<file path="config.mk">
export PLATFORM = sky130hd
export DESIGN_NAME = cl_read_pipe
export DESIGN_NICKNAME = d
export VERILOG_FILES = /design/src/rtl/cl_pipe_pkg.sv /design/src/rtl/cl_latency_cfg.sv /design/src/rtl/cl_beat_gen.sv /design/src/rtl/cl_delay_line.sv /design/src/rtl/cl_read_pipe.sv
export SDC_FILE = /design/constraint.sdc
export NUM_CORES = 1
export LEC_CHECK = 0
export BUFFER_PORTS_ARGS = -buffer_cell sky130_fd_sc_hd__buf_4
export CAP_MARGIN = 5
export CORE_UTILIZATION = 46
export DETAILED_ROUTE_END_ITERATION = 16
export HOLD_SLACK_MARGIN = 0.08
export PLACE_DENSITY = 0.8
export SYNTH_ARGS = -nofsm -noshare
export SYNTH_HDL_FRONTEND = slang
export SYNTH_SLANG_ARGS = --single-unit
</file>
<file path="constraint.sdc">
create_clock -name clk -period 1.2 [get_ports clk]
set_input_delay 0.06 -clock clk [delete_from_list [all_inputs] [get_ports clk]]
set_output_delay 0.06 -clock clk [all_outputs]
set_load 0.1 [all_outputs]
</file>
<file path="src/rtl/cl_pipe_pkg.sv">
// Package: shared constants, config type and decode for the read latency pipe.
// Assumes only latency values 2 and 3 are legal; all other codes are errors.
package cl_pipe_pkg;

    localparam int CL_FIELD_W = 3;
    localparam int MIN_CL     = 2;
    localparam int MAX_CL     = 3;
    localparam int LAT_W      = $clog2(MAX_CL + 1);

    localparam logic [CL_FIELD_W-1:0] CODE_CL2 = 3'b010;
    localparam logic [CL_FIELD_W-1:0] CODE_CL3 = 3'b011;

    typedef struct packed {
        logic             legal;
        logic [LAT_W-1:0] lat;
    } lat_cfg_t;

    // Map a raw field value to a latency setting; illegal codes keep lat at MIN_CL.
    function automatic lat_cfg_t decode_cl(input logic [CL_FIELD_W-1:0] code);
        lat_cfg_t r;
        r.legal = 1'b0;
        r.lat   = LAT_W'(MIN_CL);
        if (code == CODE_CL2) begin
            r.legal = 1'b1;
            r.lat   = LAT_W'(2);
        end else if (code == CODE_CL3) begin
            r.legal = 1'b1;
            r.lat   = LAT_W'(3);
        end
        return r;
    endfunction

endpackage

</file>
<file path="src/rtl/cl_latency_cfg.sv">
// Module: holds the programmed read latency and the illegal-code flag.
// Assumes the caller asserts busy for the whole time a read is in flight;
// a write offered while busy is dropped.
module cl_latency_cfg
    import cl_pipe_pkg::*;
(
    input  logic                  clk,
    input  logic                  rst_n,
    input  logic                  wr_en,
    input  logic [CL_FIELD_W-1:0] wr_code,
    input  logic                  busy,
    output logic [LAT_W-1:0]      lat,
    output logic                  err
);

    lat_cfg_t cfg_q;
    lat_cfg_t cfg_next;

    // Decode the offered code.
    always_comb cfg_next = decode_cl(wr_code);

    // Register the setting; reset to latency 2, accept writes only when idle.
    always_ff @(posedge clk) begin
        if (!rst_n) begin
            cfg_q.legal <= 1'b1;
            cfg_q.lat   <= LAT_W'(MIN_CL);
        end else if (wr_en && !busy) begin
            cfg_q <= cfg_next;
        end
    end

    assign lat = cfg_q.lat;
    assign err = ~cfg_q.legal;

endmodule

</file>
<file path="src/rtl/cl_beat_gen.sv">
// Module: turns an accepted read into BL consecutive beat tokens.
// Assumes the burst code selects 2**code beats; a new read restarts the count,
// so a read that lands exactly as a burst ends continues without a gap.
module cl_beat_gen #(
    parameter int BL_CODE_W = 2
) (
    input  logic                 clk,
    input  logic                 rst_n,
    input  logic                 start,
    input  logic [BL_CODE_W-1:0] bl_code,
    output logic                 beat,
    output logic                 active
);

    localparam int MAX_BL = 1 << ((1 << BL_CODE_W) - 1);
    localparam int CNT_W  = (MAX_BL > 1) ? $clog2(MAX_BL) : 1;

    logic [CNT_W-1:0] remain_q;
    logic [CNT_W:0]   bl_len;

    // Burst length from its code.
    always_comb bl_len = (CNT_W + 1)'(1) << bl_code;

    // Count down the beats left in the current burst.
    always_ff @(posedge clk) begin
        if (!rst_n) begin
            beat     <= 1'b0;
            remain_q <= '0;
        end else if (start) begin
            beat     <= 1'b1;
            remain_q <= CNT_W'(bl_len - 1'b1);
        end else if (remain_q != '0) begin
            beat     <= 1'b1;
            remain_q <= remain_q - 1'b1;
        end else begin
            beat     <= 1'b0;
        end
    end

    assign active = beat;

endmodule

</file>
<file path="src/rtl/cl_delay_line.sv">
// Module: delays beat tokens and their data by the selected latency.
// Stage 0 is the beat token itself; the enable taps stage lat-1 or lat and
// the valid flag taps stage lat. Assumes lat stays within MIN_CL..DEPTH.
module cl_delay_line #(
    parameter int DEPTH  = 3,
    parameter int DATA_W = 16,
    parameter int LAT_W  = 2
) (
    input  logic              clk,
    input  logic              rst_n,
    input  logic              tok_in,
    input  logic [DATA_W-1:0] data_in,
    input  logic [LAT_W-1:0]  lat,
    output logic              oe,
    output logic              valid,
    output logic [DATA_W-1:0] data,
    output logic              busy
);

    logic [DEPTH:0]    tok;
    logic [DATA_W-1:0] dat [DEPTH+1];

    assign tok[0] = tok_in;
    assign dat[0] = data_in;

    for (genvar s = 1; s <= DEPTH; s++) begin : g_stage
        // One pipeline stage: advance the token and its beat data.
        always_ff @(posedge clk) begin
            if (!rst_n) begin
                tok[s] <= 1'b0;
                dat[s] <= '0;
            end else begin
                tok[s] <= tok[s-1];
                dat[s] <= tok[s-1] ? dat[s-1] : '0;
            end
        end
    end

    // Select the taps for the current latency.
    always_comb begin
        valid = 1'b0;
        oe    = 1'b0;
        data  = '0;
        for (int s = 1; s <= DEPTH; s++) begin
            if (LAT_W'(s) == lat) begin
                valid = tok[s];
                oe    = tok[s] | tok[s-1];
                data  = tok[s] ? dat[s] : '0;
            end
        end
    end

    // Any token still inside the line.
    always_comb busy = |tok[DEPTH:1];

endmodule

</file>
<file path="src/rtl/cl_read_pipe.sv">
// Module: top of the read latency pipeline.
// Accepts reads (refused while an illegal latency is set), generates beat
// requests to the array and returns the data on DQ after the programmed latency.
// Assumes the array presents each beat's data in the cycle arr_req is high.
module cl_read_pipe
    import cl_pipe_pkg::*;
#(
    parameter int DATA_W    = 16,
    parameter int BL_CODE_W = 2
) (
    input  logic                  clk,
    input  logic                  rst_n,
    input  logic                  mode_we,
    input  logic [CL_FIELD_W-1:0] mode_cl,
    input  logic                  rd_cmd,
    input  logic [BL_CODE_W-1:0]  rd_bl,
    output logic                  arr_req,
    input  logic [DATA_W-1:0]     arr_data,
    output logic                  dq_oe,
    output logic [DATA_W-1:0]     dq_out,
    output logic                  dq_valid,
    output logic                  cl_err
);

    logic [LAT_W-1:0] lat_sel;
    logic             rd_go;
    logic             gen_active;
    logic             line_busy;
    logic             in_flight;

    // A read is accepted only when the latency setting is legal.
    always_comb rd_go = rd_cmd & ~cl_err;

    // Anything pending or moving blocks a latency change.
    always_comb in_flight = rd_cmd | gen_active | line_busy;

    cl_latency_cfg i_cfg (
        .clk     (clk),
        .rst_n   (rst_n),
        .wr_en   (mode_we),
        .wr_code (mode_cl),
        .busy    (in_flight),
        .lat     (lat_sel),
        .err     (cl_err)
    );

    cl_beat_gen #(
        .BL_CODE_W (BL_CODE_W)
    ) i_beats (
        .clk     (clk),
        .rst_n   (rst_n),
        .start   (rd_go),
        .bl_code (rd_bl),
        .beat    (arr_req),
        .active  (gen_active)
    );

    cl_delay_line #(
        .DEPTH  (MAX_CL),
        .DATA_W (DATA_W),
        .LAT_W  (LAT_W)
    ) i_line (
        .clk     (clk),
        .rst_n   (rst_n),
        .tok_in  (arr_req),
        .data_in (arr_data),
        .lat     (lat_sel),
        .oe      (dq_oe),
        .valid   (dq_valid),
        .data    (dq_out),
        .busy    (line_busy)
    );

endmodule

</file>
* After elaboration in Yosys (flattened, before gate mapping)
Cells that the tools add are included.
Cells by class: add/subtract/negate cells 2, multipliers 0, div/mod/pow operators 0, order comparisons 0, equal/unequal tests 5, shift-type cells 1, muxes and demuxes 18, bitwise logic cells 7, reduce and logical (&&, ||, !) cells 6
Operator list (count):
- two-way mux 16 bit | 6
- two-way mux 3 bit | 4
- two-way mux 1 bit | 8
- equality test 3 x 2 -> 1 bit (second input constant) | 2
- subtractor 3 x 1 -> 3 bit (second input constant) | 2
- OR 1 bit | 5
- equality test 2 bit (first input constant) | 2
- nonzero test 3 bit | 1
- OR reduction 3 bit | 1
- << shifter 1 x 2 -> 3 bit (first input constant) | 1
- equality test 1 x 2 -> 1 bit (first input constant) | 1
- AND reduction 2 bit | 1
- nonzero test 2 bit | 1
- bitwise AND 1 bit | 1
- logical AND 1 bit | 1
- logical NOT 1 bit | 1
- NOT 1 bit | 1
Storage, ports and cells: register bits after elaboration 58, latch bits 0, RAM bits 0, ROM bits 0, word-level logic and storage cells 49, memories kept 0

* Longest topological paths before layout
Gate-level depths: netlist of the first run.
depth in word-level cells 4, gate-level depth with buffers 6

* Modules after synthesis
Synthesis of the first run repeated with hierarchy kept, for this count alone.
Second synthesis, totals: cell total of the unflattened synthesis 196, area total of the unflattened synthesis 2164.6 µm²
By module, submodules not included:
- cl_delay_line | instances 1, cells an instance 163, area an instance 1831.8 µm², sequential area each 1021.0 µm²
- cl_beat_gen | instances 1, cells an instance 19, area an instance 202.7 µm², sequential area each 80.1 µm²
- cl_latency_cfg | instances 1, cells an instance 12, area an instance 117.6 µm², sequential area each 40.0 µm²
- cl_read_pipe | instances 1, cells an instance 2, area an instance 12.5 µm², sequential area each 0.0 µm²

* Least setup slack after synthesis of the first run
Ideal clock, no wire load.
path kind register to output, start point register i_line.tok[3], end point output port dq_out[10], arrival time 1.577 ns, setup slack -0.437 ns, stages on the path, launching flop included 5, path through dfxtp_1 > and2_1 > buf_2 > buf_2 > a22o_1
Between the ends: longest elaborated chain between the ends 2
RTL lines:
- start, declared | line cl_delay_line.sv:20 | logic [DEPTH:0] tok;
- start signal, assigned by index | line cl_delay_line.sv:33 | tok[s] <= tok[s-1];
- two-way mux 16 bit | line cl_delay_line.sv:48 | data = tok[s] ? dat[s] : '0;
- two-way mux 16 bit | line cl_delay_line.sv:45 | if (LAT_W'(s) == lat) begin
- end, declared | line cl_read_pipe.sv:20 | output logic [DATA_W-1:0] dq_out,
No other way between the ends.

* Final worst setup path of the first run
start point register, netlist name i_cfg.lat[0], end point output port dq_out[1]
Between the ends: longest elaborated chain between the ends 4, elaborated cells between the ends (all ways) 6, those cells by class eq/ne (3); mux (3)
RTL lines (line):
- equality test 1 x 2 -> 1 bit | cl_delay_line.sv:45
- two-way mux 16 bit (2 in series) | cl_delay_line.sv:45
- two-way mux 16 bit (*) | cl_delay_line.sv:45
Mark *: on every way between the ends. The rest lies on a longest branch, timed or not.

==> summary.txt, run 1 <==
Run status
  • Status: complete, but fails checks
  • Failing checks: setup timing

Yosys
  • Distinct cells, synth: 32
  • Synth async-reset ratio: 0%
  • YS warnings: 0
  • Synth Area per Inst: approximately 11 um2
  • Cell taking the most area after synthesis: dfxtp_1
  • Syn nets: 198
  • Synth top area share: between 60% and 70%
  • Synth Area in Compound Gates: 11.3%
  • Most area-consuming cells after synthesis: dfxtp_1 (60%), and3_1 (13%), a22o_1 (7.4%)
  • Post-Syn Area: between 1500 and 2000 um2
  • Sequential share of the synthesized area: 60.0%
  • Post-synth EDFFs: 0
  • Main synth FF type: dfxtp_1
  • Largest family of logic cells by synthesized area: simple AND/OR/NAND/NOR gates
  • Synth Area in XOR/XNOR: 0%
  • Yosys reg bits: 57
  • Mux contribution to synthesized area: 0.527%
  • Synth Instances: 172
  • Post-Synth Simple-Gate Area: 23.4%
  • Adder-cell share of the synthesized area: 0.658%

STA
  • Worst Tran Pin Value: around 0.41 ns
  • Slew HR: 72.8%
  • Skew final: around 0.0084 ns
  • Max Fclk: 0.684 GHz
  • Hold Fails Final Rpt: 0
  • Setup WS post-layout: -0.263 ns
  • Min Tclk post-route: between 1 and 1.5 ns
  • Setup Total Neg Slack: -4.55 ns
  • RSZ-0062 raised after global routing: yes
  • Final setup fails: 20
  • Slew Viols, Final: 0
  • Final worst-path cycle share: 122%

Critical path
  • FF-to-FF setup slack: -0.04 ns
  • Critical Path Source Type: flip-flop
  • R2R depth: 4
  • CP Max Fanout: 13
  • R2r startpoint: i_line.tok[3]$_SDFF_PN0_
  • Critical path cell sequence: and2_4, buf_12, a22o_4, buf_12
  • R2r endpoint: i_cfg.lat[0]$_SDFFE_PN0P_
  • Buf/Inv on CP: 2
  • CP max stage cell: dfxtp_2
  • Worst setup EP type: primary output
  • Critical Path Max Stage Delay: approximately 0.34 ns
  • Worst path arrival time: roughly 1.4 ns
  • Critical path data required time: 1.14 ns
  • Worst path top cell family by delay: flip-flops
  • Crit Path Class: flip-flop to primary output
  • CP most frequent cell: buf_12

Power
  • Pleak: 0.00155 uW
  • PwrDens: 1310 nW/um2
  • Power Total: a little over 4000 uW
  • Peak supply drop: 0.973 mV

Clocking
  • Root buffer cell: clkbuf_8
  • Clock-pin slew on the worst setup and hold paths: about 0.070 ns
  • Clock Latency Late Sink: 0.33 ns
  • CTS H-Tree Depth: 3
  • Clock sink count: 57
  • Total CTS buffers: 9
  • CTS tree: built
  • CTS max path bufs: 2

Run
  • Max_cap viols: 0

Floorplan
  • Number of top-level pins: 45
  • Starting density of the core: 47.9%
  • Die Ht: 66.3 um
  • Die Width: 66.3 um
  • Die area: 4390 um2
  • Cell Rows: 23
  • Core area: 3970 um2

Routing
  • Initial DRT Pass Iterations: 4
  • Wirelength per Cell: 15.5 um
  • Via density: 5.16
  • Total number of vias: roughly 1500
  • Final wirelength: 4.61 mm
  • Starting DRC count in detailed routing: 25
  • Drc violations: 0
  • Detail Route Antenna Nets: 0

Placement
  • RePlAce Congestion: 0.742
  • Placed inst area: 2430 um2
  • Port bufs: 44
  • HPWL Detailed: 2.49 mm

Cells and area
  • Area Overhead vs Synth: 65.5%
  • Fin util: between 70% and 80%
  • Antenna diode count: 0
  • Finished layout cell area: 3150 um2
  • # nets final: 268
  • Layout cells sized above 1: 45.7%

Global routing
  • Grt total ovfl: 0
  • Maximum number of pins on one net before global-route repair: 56
  • First-pass GRT wire length: 7.02 mm
  • Initial antenna violation count: 0
  • Number of global-route vias before repair: approximately 1400
  • Total track usage: 22.7%

Worst hold path
  • HP Class: input pin to flip-flop
  • WHS Path Cells: 4
  • Hold Path End: i_cfg.cfg_q[2]$_SDFFE_PN1P_
  • Hold wc startpoint: rd_cmd
-- area by class of cell --
type / count / area [um2]
flip-flops and latches: 57 / 1150
well taps: 50 / 62.6
inverters: 3 / 11.3
multi-input cells: 97 / 873
clock buffers: 13 / 159
repair buffers: 74 / 875
clock inverters: 3 / 15.0
fillers: 219 / 826
-- timing repair --
action,CTS,global route
hold buffers,18,0
buffers inserted,0,1
endpoints found under the setup margin,22,25
gates resized for setup,71,10
pin swaps,1,7
hold endpoints to repair,18,0
-- power by group --
part           switching (uW)  internal [uW]  total [uW]
registers                39.7           1970        2010
clock network             710            852        1560
logic                     297            264         561
-- flip-flops by register name, summed over array words and instances, names as in the netlist --
register / count
i_cfg.lat: 1
i_beats.remain_q: 3
i_line.dat: 48
i_beats.active: 1
i_line.tok: 3
i_cfg.cfg_q: 1
-- worst reg2reg max path: stages, from the launching register on --
cell      delay [ns]
dfxtp_2         0.32
buf_4           0.13
or4_4           0.43
o21ai_2         0.17
a21boi_2        0.08
-- kinds of logic after synthesis --
family | count (synthesis)
buffers and inverters | 18
muxes | 1
and+or+nand+nor | 69
DFF | 57
adders and majority gates | 1
AOI/OAI and AO/OA | 26
-- Yosys cell counts (2+ instances only) --
cell,n
and2_1,4
clkbuf_1,9
o21ai_1,2
a22o_1,16
dfxtp_1,57
nand3_1,2
nor3_1,2
nor2_1,2
inv_1,3
nor2b_1,3
and3_2,7
buf_2,5
and3_1,41
-- layout by cell type, fill, tap and decap left out --
cell / Yosys / routed
a211o_1: 1 / 1
a211o_2: 1 / 1
a21boi_0: 1 / 1
a21boi_2: 0 / 1
a21oi_1: 1 / 1
a22o_4: 0 / 16
and2_1: 4 / 3
and2_4: 0 / 1
and3_1: 41 / 41
and3_2: 7 / 7
and4b_1: 1 / 1
buf_12: 0 / 21
buf_4: 1 / 32
buf_6: 0 / 3
clkbuf_1: 9 / 2
clkbuf_8: 0 / 11
clkinv_2: 0 / 3
dfxtp_1: 57 / 52
dfxtp_2: 0 / 4
dfxtp_4: 0 / 1
dlygate4sd3_1: 0 / 18
ha_2: 0 / 1
inv_1: 3 / 3
mux2i_2: 0 / 1
nand2_4: 0 / 1
nand2b_1: 1 / 1
nand3_1: 2 / 2
nand4_1: 1 / 1
nor2_1: 2 / 2
nor2b_1: 3 / 2
nor2b_2: 0 / 1
nor3_1: 2 / 1
nor3_2: 0 / 1
nor3b_2: 0 / 1
nor4_4: 0 / 1
o211a_1: 1 / 1
o21a_1: 1 / 1
o21ai_2: 1 / 3
or2_4: 0 / 1
or4_4: 1 / 1
-- metrics by stage --
stage / setup WS, ns / hold slack (ns) / cells
floorplan: -0.231 / 0.213 / 172
global placement: -0.0313 / 0.303 / 262
detailed placement: -0.118 / 0.303 / 262
CTS: -0.274 / 0.0957 / 296
global route: -0.306 / 0.131 / 297
finish: -0.263 / 0.111 / 297
-- metal layers --
layer,wire (um),GRT usage [%],up-vias
met2,2390,38.3,39
li1,-,-,749
met4,79,9.84,0
met1,1990,25.6,736
met3,156,8.10,9
met5,0,0,-
-- worst max-delay path by stage --
stage	startpoint	endpoint	slack, ns	cells past startpoint
after floorplan	i_line.tok[3]$_SDFF_PN0_	dq_out[10]	-0.23	4
after global placement	i_line.tok[3]$_SDFF_PN0_	dq_valid	-0.03	4
after detailed placement	i_line.tok[2]$_SDFF_PN0_	dq_out[0]	-0.12	4
after CTS	i_line.tok[3]$_SDFF_PN0_	dq_out[1]	-0.27	4
after global routing	i_cfg.lat[0]$_SDFFE_PN0P_	dq_valid	-0.31	4
final	i_cfg.lat[0]$_SDFFE_PN0P_	dq_out[1]	-0.26	4
Note: power is estimated with default switching activity, not from simulation.
==> run 2: changes to the inputs <==
--- a/config.mk
+++ b/config.mk
@@ -7,6 +7,7 @@
 export LEC_CHECK = 0
 export BUFFER_PORTS_ARGS = -buffer_cell sky130_fd_sc_hd__buf_4
 export CAP_MARGIN = 5
+export CORE_ASPECT_RATIO = 0.8
 export CORE_UTILIZATION = 46
 export DETAILED_ROUTE_END_ITERATION = 16
 export HOLD_SLACK_MARGIN = 0.08
==> run 2 against run 1 <==
The run still ends with setup timing left. Sequential power hardly changed. Clock skew decreased by 0.0018 ns. Power increased by 11%. Sequential cell count unchanged. Worst setup slack worse by 0.014 ns. Critical endpoint is now dq_oe.
==> summary.txt, run 2 (synthesis results as in run 1) <==
Run status
  • Status: complete, but fails checks
  • Failing checks: setup timing

Cells and area
  • Antenna diode count: 0 (unchanged)
  • Most flop-heavy register: i_line.dat
  • Layout cells sized above 1: 46.4% (+0.62 points)
  • Largest registers: i_line.dat x48, i_beats.remain_q x3, i_line.tok x3
  • Most common cell after layout, fill and taps aside: dfxtp_1
  • # nets final: 269 (+0.37%)
  • Largest register FFs: 48 (unchanged)
  • Post-Layout Cell Count: 303 (+2.0%)
  • Area Overhead vs Synth: 70.4%
  • Commonest non-fill, non-tap cells in the layout: dfxtp_1 (52), and3_1 (41), buf_4 (33)
  • Fin util: 83.5% (+4.3 points)

Placement
  • # placed instances: 267 (+1.9%)
  • Port bufs: 44 (unchanged)
  • HPWL Detailed: 2.45 mm (-1.7%)
  • Pre-CTS setup slack: -0.0589 ns (+0.0590 ns)
  • RePlAce Congestion: 0.755 (+1.7%)

Clocking
  • CTS max path bufs: 2 (unchanged)
  • CTS tree: built
  • Clock-pin slew on the worst setup and hold paths: 0.06 ns (about the same)
  • Clock sink count: 57 (unchanged)
  • Total CTS buffers: 9 (unchanged)
  • CTS H-Tree Depth: 3 (unchanged)
  • Root buffer cell: clkbuf_8
  • Clock Latency Late Sink: 0.33 ns (about the same)

Global routing
  • Number of global-route vias before repair: 1683 (+17%)
  • First-pass GRT wire length: 8.32 mm (+18%)
  • Grt total ovfl: 0 (unchanged)
  • Total track usage: 27.0% (+4.3 points)
  • Initial antenna violation count: 0 (unchanged)
  • Maximum number of pins on one net before global-route repair: 30 (-46%)

Critical path
  • Crit Path Class: flip-flop to primary output
  • Worst path arrival time: 1.42 ns (+0.02 ns)
  • R2R depth: 4 (unchanged)
  • Worst setup EP type: primary output
  • R2r endpoint: i_cfg.cfg_q[2]$_SDFFE_PN1P_
  • Crit path from: i_cfg.lat[0]$_SDFFE_PN0P_
  • Critical path data required time: 1.14 ns (about the same)
  • Critical Path Source Type: flip-flop
  • FF-to-FF setup slack: -0.03 ns (about the same)
  • CP Max Fanout: 3 (-10)
  • R2r startpoint: i_line.tok[3]$_SDFF_PN0_
  • Crit path capture: dq_oe

STA
  • Final setup fails: 20 (unchanged)
  • RSZ-0062 raised after global routing: yes
  • Worst Tran Pin Value: 0.399 ns (-0.00863 ns)
  • Skew final: 0.00662 ns (-0.00183 ns)
  • Final worst-path cycle share: 123% (+1.2 points)
  • Hold Fails Final Rpt: 0 (unchanged)
  • Max Fclk: 0.677 GHz (-0.95%)
  • Setup WS post-layout: -0.277 ns (-0.0141 ns)
  • Slew Viols, Final: 0 (unchanged)
  • Min Tclk post-route: 1.48 ns (+0.0141 ns)
  • Slew HR: 73.4% (+0.54 points)

Floorplan
  • Die Ht: 59.5 um (-10%)
  • Core area: 3880 um2 (-2.3%)
  • Starting density of the core: 49.0% (+1.1 points)
  • Number of top-level pins: 45 (unchanged)
  • Die area: 4390 um2 (about the same)
  • Cell Rows: 20 (-13%)
  • Die Width: 73.9 um (+11%)

Routing
  • Wirelength per Cell: 18.3 um (+18%)
  • Starting DRC count in detailed routing: 81 (+220%)
  • Drc violations: 0 (unchanged)
  • Initial DRT Pass Iterations: 4 (unchanged)
  • Final wirelength: 5.54 mm (+20%)
  • Total number of vias: 1618 (+5.5%)
  • Detail Route Antenna Nets: 0 (unchanged)
  • Via density: 5.34 (+3.5%)

Run
  • Max_cap viols: 0 (unchanged)

Power
  • Flop pwr share: 44.1% (-4.5 points)
  • Power share of the clock group: 43.0% (+5.2 points)
  • Pleak: 0.00158 uW (+2.0%)
  • Sw Ratio: 23.9% (-1.4 points)
  • Peak supply drop: 0.888 mV (-8.7%)
  • Combinational Power Share: 12.9% (-0.7 points)
  • PwrDens: 1420 nW/um2 (+7.9%)
  • Sw power: 1100 uW (+4.8%)
  • Internal power: 3490 uW (+13%)

Worst hold path
  • HP Class: input pin to flip-flop
run 2: cell count changes in the layout (fill, tap and decap cells not counted), sizes merged:
| cell | delta |
|---|---|
| buf | +1 |
| clkinv | -3 |
| bufinv | +1 |
| clkbuf | +2 |
run 2: per-layer routing:
metal  wire length (um)  vias up  GRT usage [%]
met5                  0        -              0
met2               2910       72           45.6
met3                283       22           9.69
met1               2160      769           28.9
met4                189        0           16.8
li1                   -      755              -
run 2: repair_timing:
item	CTS	global route
hold buffers	18	0
gates cloned	0	0
gates resized for setup	74	9
endpoints found under the hold margin	18	0
endpoints found under the setup margin	20	22
setup buffers	2	0
pin swaps	5	8
run 2: through the flow:
step           setup TNS [ns]  total power (uW)  hold WS, ns  instance area (um2)
5_1_grt                 -5.73              4730        0.118                 3240
6_report                -4.86              4590        0.127                 3240
2_1_floorplan          -0.837              2320        0.213                 2000
3_5_place_dp           -0.852              2490        0.303                 2450
4_1_cts                 -4.96              4530       0.0970                 3200
3_3_place_gp           -0.300              2480        0.302                 2450
run 2: power by group through the flow:
stage | Clock (uW) | Sequential (uW) | Combinational [uW]
after floorplan | 0 | 2070 | 250
after global placement | 0 | 2040 | 435
after detailed placement | 0 | 2050 | 445
after CTS | 1970 | 2010 | 547
after global routing | 2080 | 2030 | 623
final | 1970 | 2020 | 593
run 2: how the worst min path moves through the flow:
stage                             from                                to  cells after the start
after floorplan             mode_cl[0]         i_cfg.lat[0]$_SDFFE_PN0P_                      2
after global placement    arr_data[10]         i_line.dat[42]$_SDFF_PN0_                      2
after detailed placement   arr_data[1]         i_line.dat[33]$_SDFF_PN0_                      2
after CTS                       rd_cmd       i_cfg.cfg_q[2]$_SDFFE_PN1P_                      4
after global routing             rst_n  i_beats.remain_q[0]$_SDFFE_PN0P_                      2
final                            rst_n  i_beats.remain_q[0]$_SDFFE_PN0P_                      2
run 2: layout make-up:
class,count,area [um2]
Tap cell,55,68.8
Timing Repair Buffer,75,891
Multi-Input combinational cell,97,891
Fill cell,182,641
Inverter,3,11.3
Clock inverter,1,30.0
Clock buffer,15,196
Sequential cell,57,1150
run 2: critical path: stages, from the launching register on:
cell     delay (ns)
dfxtp_2        0.36
buf_4          0.14
inv_1          0.08
a211o_4        0.34
buf_12         0.17
